<file path="config.mk">
export PLATFORM = sky130hd
export DESIGN_NAME = tagreg_file
export DESIGN_NICKNAME = d
export VERILOG_FILES = /design/src/rtl/tagreg_pkg.sv /design/src/rtl/tagreg_store.sv /design/src/rtl/tagreg_fault.sv /design/src/rtl/tagreg_side.sv /design/src/rtl/tagreg_file.sv
export SDC_FILE = /design/constraint.sdc
export NUM_CORES = 1
export LEC_CHECK = 0
export ABC_AREA = 0
export BUFFER_PORTS_ARGS = -buffer_cell sky130_fd_sc_hd__buf_2
export CORE_UTILIZATION = 58
export DETAILED_ROUTE_END_ITERATION = 8
export GPL_TIMING_DRIVEN = 0
export PLACE_DENSITY = 0.8
export SLEW_MARGIN = 15
export SYNTH_ARGS = -nofsm -noshare
export SYNTH_HDL_FRONTEND = slang
export SYNTH_SLANG_ARGS = --single-unit
</file>
<file path="constraint.sdc">
create_clock -name clk -period 5.62 [get_ports clk]
set_clock_uncertainty 0.05 [all_clocks]
set_input_delay 1.124 -clock clk [delete_from_list [all_inputs] [get_ports clk]]
set_output_delay 1.124 -clock clk [all_outputs]
set_load 0.02 [all_outputs]
</file>
<file path="src/rtl/tagreg_pkg.sv">
package tagreg_pkg;
  localparam int TAG_W = 2;

  typedef enum logic [TAG_W-1:0] {
    FLT_NONE  = 2'b00,
    FLT_DIVZ  = 2'b01,
    FLT_OVF   = 2'b10,
    FLT_INVAL = 2'b11
  } fault_e;
endpackage

</file>
<file path="src/rtl/tagreg_store.sv">
module tagreg_store import tagreg_pkg::*; #(
  parameter int ADDR_W = 3,
  parameter int DATA_W = 16,
  localparam int NREG  = 1 << ADDR_W,
  localparam int TWW   = NREG * TAG_W
) (
  input  logic              clk,
  input  logic              rst_n,
  input  logic              isr_mode,
  input  logic              wr_en,
  input  logic [ADDR_W-1:0] wr_idx,
  input  logic [DATA_W-1:0] wr_data,
  input  logic [TAG_W-1:0]  wr_code,
  input  logic              rs_commit,
  input  logic [TWW-1:0]    rs_word,
  input  logic [ADDR_W-1:0] rd_a_idx,
  input  logic [ADDR_W-1:0] rd_b_idx,
  output logic [DATA_W-1:0] rd_a_data,
  output logic [DATA_W-1:0] rd_b_data,
  output logic [TAG_W-1:0]  tag_a,
  output logic [TAG_W-1:0]  tag_b,
  output logic [TWW-1:0]    tag_word,
  output logic              any_tagged
);
  logic [DATA_W-1:0] data_w [NREG];
  logic [TAG_W-1:0]  tag_w  [NREG];

  // register 0 has no storage; its restore bits are dropped
  logic unused_rs0;
  assign unused_rs0 = ^rs_word[TAG_W-1:0];

  for (genvar i = 0; i < NREG; i++) begin : g_reg
    if (i == 0) begin : g_zero
      assign data_w[i] = '0;
      assign tag_w[i]  = FLT_NONE;
    end else begin : g_live
      logic              hit;
      logic [DATA_W-1:0] d_q, d_n;
      logic [TAG_W-1:0]  t_q, t_n;
      logic              d_en, t_en;

      always_comb begin
        hit  = wr_en && (wr_idx == ADDR_W'(i));
        d_en = hit;
        d_n  = wr_data;
        t_en = hit || rs_commit;
        if (rs_commit)     t_n = rs_word[i*TAG_W +: TAG_W];
        else if (isr_mode) t_n = FLT_NONE;
        else               t_n = wr_code;
      end

      always_ff @(posedge clk or negedge rst_n) begin
        if (!rst_n) begin
          d_q <= '0;
          t_q <= FLT_NONE;
        end else begin
          if (d_en) d_q <= d_n;
          if (t_en) t_q <= t_n;
        end
      end

      assign data_w[i] = d_q;
      assign tag_w[i]  = t_q;
    end
    assign tag_word[i*TAG_W +: TAG_W] = tag_w[i];
  end

  assign rd_a_data  = data_w[rd_a_idx];
  assign rd_b_data  = data_w[rd_b_idx];
  assign tag_a      = tag_w[rd_a_idx];
  assign tag_b      = tag_w[rd_b_idx];
  assign any_tagged = |tag_word;

  AST_WRITE_LANDS: assert property (@(posedge clk) disable iff (!rst_n)
    (wr_en && wr_idx != '0) |=> (data_w[$past(wr_idx)] == $past(wr_data)));
  AST_ISR_TAG_CLEAN: assert property (@(posedge clk) disable iff (!rst_n)
    (wr_en && isr_mode && !rs_commit && wr_idx != '0) |=> (tag_w[$past(wr_idx)] == FLT_NONE));
endmodule

</file>
<file path="src/rtl/tagreg_fault.sv">
module tagreg_fault import tagreg_pkg::*; #(
  parameter int ADDR_W = 3
) (
  input  logic              clk,
  input  logic              rst_n,
  input  logic              isr_mode,
  input  logic              rd_a_en,
  input  logic [ADDR_W-1:0] rd_a_idx,
  input  logic [TAG_W-1:0]  tag_a,
  input  logic              rd_b_en,
  input  logic [ADDR_W-1:0] rd_b_idx,
  input  logic [TAG_W-1:0]  tag_b,
  output logic              exc_valid,
  output logic [TAG_W-1:0]  exc_code,
  output logic [ADDR_W-1:0] exc_idx
);
  logic a_hit, b_hit;

  always_comb begin
    a_hit     = rd_a_en && (tag_a != FLT_NONE) && !isr_mode;
    b_hit     = rd_b_en && (tag_b != FLT_NONE) && !isr_mode;
    exc_valid = a_hit || b_hit;
    exc_code  = FLT_NONE;
    exc_idx   = '0;
    if (a_hit) begin
      exc_code = tag_a;
      exc_idx  = rd_a_idx;
    end else if (b_hit) begin
      exc_code = tag_b;
      exc_idx  = rd_b_idx;
    end
  end

  AST_ISR_QUIET: assert property (@(posedge clk) disable iff (!rst_n)
    isr_mode |-> !exc_valid);
  AST_EXC_FROM_READ: assert property (@(posedge clk) disable iff (!rst_n)
    exc_valid |-> (rd_a_en || rd_b_en));
endmodule

</file>
<file path="src/rtl/tagreg_side.sv">
module tagreg_side #(
  parameter int TWW = 16,
  parameter int LAT = 4,
  localparam int CW = $clog2(LAT + 1)
) (
  input  logic           clk,
  input  logic           rst_n,
  input  logic           side_req,
  input  logic           side_write,
  input  logic [TWW-1:0] side_wdata,
  input  logic [TWW-1:0] tag_word,
  output logic           side_ready,
  output logic [TWW-1:0] side_rdata,
  output logic           rs_commit,
  output logic [TWW-1:0] rs_word
);
  logic           busy_q, busy_n;
  logic [CW-1:0]  cnt_q, cnt_n;
  logic           wr_q;
  logic [TWW-1:0] buf_q;
  logic           accept, done;

  always_comb begin
    accept = side_req && !busy_q;
    done   = busy_q && (cnt_q == CW'(LAT));
    busy_n = busy_q;
    cnt_n  = cnt_q;
    if (accept) begin
      busy_n = 1'b1;
      cnt_n  = CW'(1);
    end else if (done) begin
      busy_n = 1'b0;
      cnt_n  = '0;
    end else if (busy_q) begin
      cnt_n  = cnt_q + CW'(1);
    end
  end

  always_ff @(posedge clk or negedge rst_n) begin
    if (!rst_n) begin
      busy_q <= 1'b0;
      cnt_q  <= '0;
      wr_q   <= 1'b0;
      buf_q  <= '0;
    end else begin
      busy_q <= busy_n;
      cnt_q  <= cnt_n;
      if (accept) begin
        wr_q  <= side_write;
        buf_q <= side_wdata;
      end
    end
  end

  assign side_ready = done;
  assign side_rdata = done ? tag_word : '0;
  assign rs_commit  = done && wr_q;
  assign rs_word    = buf_q;

  AST_READY_PULSE: assert property (@(posedge clk) disable iff (!rst_n)
    side_ready |=> !side_ready);
  AST_ACCEPT_NOT_READY: assert property (@(posedge clk) disable iff (!rst_n)
    accept |=> !side_ready);
endmodule

</file>
<file path="src/rtl/tagreg_file.sv">
module tagreg_file import tagreg_pkg::*; #(
  parameter int ADDR_W = 3,
  parameter int DATA_W = 16,
  parameter int SIDE_LAT = 4,
  localparam int NREG = 1 << ADDR_W,
  localparam int TWW  = NREG * TAG_W
) (
  input  logic              clk,
  input  logic              rst_n,
  input  logic              isr_mode,
  input  logic              wr_en,
  input  logic [ADDR_W-1:0] wr_idx,
  input  logic [DATA_W-1:0] wr_data,
  input  logic [TAG_W-1:0]  wr_code,
  input  logic              rd_a_en,
  input  logic [ADDR_W-1:0] rd_a_idx,
  output logic [DATA_W-1:0] rd_a_data,
  input  logic              rd_b_en,
  input  logic [ADDR_W-1:0] rd_b_idx,
  output logic [DATA_W-1:0] rd_b_data,
  input  logic              side_req,
  input  logic              side_write,
  input  logic [TWW-1:0]    side_wdata,
  output logic              side_ready,
  output logic [TWW-1:0]    side_rdata,
  output logic              exc_valid,
  output logic [TAG_W-1:0]  exc_code,
  output logic [ADDR_W-1:0] exc_idx,
  output logic              any_tagged
);
  logic [1:0]         rst_sync_q;
  logic               rst_n_s;
  logic [TAG_W-1:0]   tag_a, tag_b;
  logic [TWW-1:0]     tag_word;
  logic               rs_commit;
  logic [TWW-1:0]     rs_word;

  always_ff @(posedge clk or negedge rst_n) begin
    if (!rst_n) rst_sync_q <= 2'b00;
    else        rst_sync_q <= {rst_sync_q[0], 1'b1};
  end
  assign rst_n_s = rst_sync_q[1];

  tagreg_store #(.ADDR_W(ADDR_W), .DATA_W(DATA_W)) u_store (
    .clk(clk), .rst_n(rst_n_s), .isr_mode(isr_mode),
    .wr_en(wr_en), .wr_idx(wr_idx), .wr_data(wr_data), .wr_code(wr_code),
    .rs_commit(rs_commit), .rs_word(rs_word),
    .rd_a_idx(rd_a_idx), .rd_b_idx(rd_b_idx),
    .rd_a_data(rd_a_data), .rd_b_data(rd_b_data),
    .tag_a(tag_a), .tag_b(tag_b), .tag_word(tag_word), .any_tagged(any_tagged)
  );

  tagreg_fault #(.ADDR_W(ADDR_W)) u_fault (
    .clk(clk), .rst_n(rst_n_s), .isr_mode(isr_mode),
    .rd_a_en(rd_a_en), .rd_a_idx(rd_a_idx), .tag_a(tag_a),
    .rd_b_en(rd_b_en), .rd_b_idx(rd_b_idx), .tag_b(tag_b),
    .exc_valid(exc_valid), .exc_code(exc_code), .exc_idx(exc_idx)
  );

  tagreg_side #(.TWW(TWW), .LAT(SIDE_LAT)) u_side (
    .clk(clk), .rst_n(rst_n_s),
    .side_req(side_req), .side_write(side_write), .side_wdata(side_wdata),
    .tag_word(tag_word), .side_ready(side_ready), .side_rdata(side_rdata),
    .rs_commit(rs_commit), .rs_word(rs_word)
  );

  AST_NO_TAG_NO_EXC: assert property (@(posedge clk) disable iff (!rst_n_s)
    !any_tagged |-> !exc_valid);
  AST_EXC_CODE_NONZERO: assert property (@(posedge clk) disable iff (!rst_n_s)
    exc_valid |-> (exc_code != FLT_NONE));
  AST_ZERO_REG_A: assert property (@(posedge clk) disable iff (!rst_n_s)
    (rd_a_idx == '0) |-> (rd_a_data == '0));
endmodule

</file>
==> out/qor.yml <==
logic_synthesis:
  syn_inst: 771
  synth_warnings: 0
  synth_enable_flop_cells: 0
  synthTopCellsByCount: "173 x nand2_1, 147 x dfrtp_1, 97 x mux2_2, 58 x a21oi_1, 52 x nor2_1"
  synth_top_area_cell: "dfrtp_1"
  ys_seq_area_share_pct: 45.8
  synth-async-reset-ratio_pct: 100
  ys_ff_latch: 147
  yosys-top-cells-area: "dfrtp_1 46%, mux2_2 14%, mux4_2 9.0%"
  syn_area_per_cell_um2: 10.4
  yosysMostFrequentCell: "nand2_1"
  ys.flop_type: "dfrtp_1"
  netlist_area_um2: 8030
  synth_cell_types: 46
  synth_top_area_share_pct: 45.8
timing:
  period_needed_ps: 4070
  worst_pin_slew_ps: 808
  setup_violations: 0
  fmax_ghz: 0.246
  hold_viol: 0
  finalCritPeriodShare_pct: 72.4
  slew_violations: 0
  rsz0062_at_grt: "false"
  max_slew_margin_pct: 46.1
  setup_tns_ps: 0
placement:
  placed_area_um2: 8820
  portBuffers: 101
  place_congestion: 0.934
  dp_hpwl_um: 14600
layout:
  layout.nets: 947
  drive_gt1_share_pct: 33.8
  postLayoutCellArea_um2: 9430
  n_antenna_cell: 0
  area_delta_synth_final_pct: 17.4
die:
  num_rows: 42
  die_area_um2: 14300
  die_w_um: 120
  start_util_pct: 60.1
  die_y_um: 120
  core_region_area_um2: 13300
  io_pins: 107
route:
  drc_errors: 0
  wl_per_cell_um: 19.8
  vias: 6540
  drt_iter0_drc: 657
  ant_nets: 0
  post_drt_via_cell_ratio: 6.04
  drt_first_pass_iters: 5
  drt-total-wl_um: 21500
worst_setup_path:
  crit_path_end_kind: "output port"
  rr_startpoint: "u_side.busy_q"
  cp-startpoint: "rd_a_idx[0]"
  regToRegSetupSlack_ps: 3860
  cp-start-kind: "input pin"
  arrival_ps: 2890
  endpoint: "rd_a_data[14]"
  worstRegToRegCells: 5
  crit_type: "in -> out"
  path_max_fanout: 10
  r2r-end: "u_side.rs_word[7]"
  cp_data_required_time_ps: 4450
pwr:
  vdd_drop_max_v: 0.000292
  cellLeakagePower_uw: 0.00444
  p_per_area_nw_per_um2: 403
  p_total_uw: 3800
cts:
  clk_latency_ps: 430
  post_cts_resized: 0
  cts_hold_buffers: 0
  cts-htree-levels: 4
  clk_transition_reported_paths_ps: 70
  cts_buffers: 17
  clock_sinks: 147
  cts_buffer_depth: 2
  cts_root_buffer: "clkbuf_16"
  cts_tree: "done"
  post_cts_buffers: 0
global_route:
  grt_max_degree: 55
  antenna_found_initial: 0
  grt_first_pass_wirelength_um: 33800
  grt_pass1_vias: 6399
  grt_overflow: 0
  track_usage_pct: 31.8
run:
  maxCapViolations: 0
outcome:
  outcome: "completed"
worst_hold_path:
  hp-class: "reg -> async"
[final cells by class]
class,count,area [µm²]
Multi-Input combinational cell,551,4010
Fill cell,1010,3920
Sequential cell,147,3680
Timing Repair Buffer,103,561
Clock buffer,18,429
Buffer,55,277
Tap cell,176,220
Clock inverter,14,181
Inverter,19,71.3
[worst min-delay path by stage]
stage          cells after the start           from                 to
2_1_floorplan                      0  rst_sync_q[0]      rst_sync_q[1]
3_3_place_gp                       0  rst_sync_q[0]      rst_sync_q[1]
6_report                           0  rst_sync_q[1]  u_side.rs_word[4]
3_5_place_dp                       0  rst_sync_q[0]      rst_sync_q[1]
5_1_grt                            0  rst_sync_q[0]      rst_sync_q[1]
4_1_cts                            0  rst_sync_q[0]      rst_sync_q[1]
[power breakdown]
group | internal [µW] | switching [µW]
clock network | 703 | 468
registers | 1350 | 279
logic | 507 | 500
total | 2560 | 1250
[cell usage in the layout (no fill, tap or decap), drive strengths merged, types with 5 or more instances in the layout]
cell      n
a211oi    6
and2     16
buf     136
mux4     32
mux2i    19
a221oi   19
a21oi    58
inv      21
clkbuf   40
o21ai    23
clkinv    5
nand2   174
mux2    102
nor2b    13
nand3     5
nor2     52
dfrtp   147
[kinds of logic after synthesis]
group	Yosys count	synth area share, %
multiplexers	153	25.7
flip-flops	147	45.8
adder cells (fa/ha/maj)	2	0.312
AO/OA/AOI/OAI	118	9.34
buffers and inverters	74	4.33
AND/OR/NAND/NOR	275	14.4
other	2	0.0936
[metrics by stage]
stage	worst slack [ps]	util, %	instances	hold WS (ps)
2_1_floorplan	1170	-	772	281
6_report	1550	70.6	1083	296
3_5_place_dp	1590	66.0	1051	289
4_1_cts	1570	70.6	1083	303
5_1_grt	1420	70.6	1083	317
3_3_place_gp	-467	65.6	1049	285
[worst max-delay path: stages]
cell	delay [ps]
buf_2	130
buf_2	240
inv_2	220
clkbuf_1	500
a31oi_1	170
o21ai_0	270
buf_2	220
[state kept, by name (all words and copies together) (netlist names)]
name	cells
u_side.busy_q	1
u_store.g.g_live.t_q	14
u_side.rs_word	14
rst_sync_q	2
u_side.wr_q	1
u_store.g.g_live.d_q	112
u_side.cnt_q	3
[per-layer routing]
metal	up-vias	GRT usage, %	part of all wire (%)
met5	-	0	0
met2	352	50.7	49
met1	3178	41.3	39
li1	2951	-	-
met3	59	6.89	10
met4	0	15.5	2.4
Note: power is estimated with default switching activity, not from simulation.
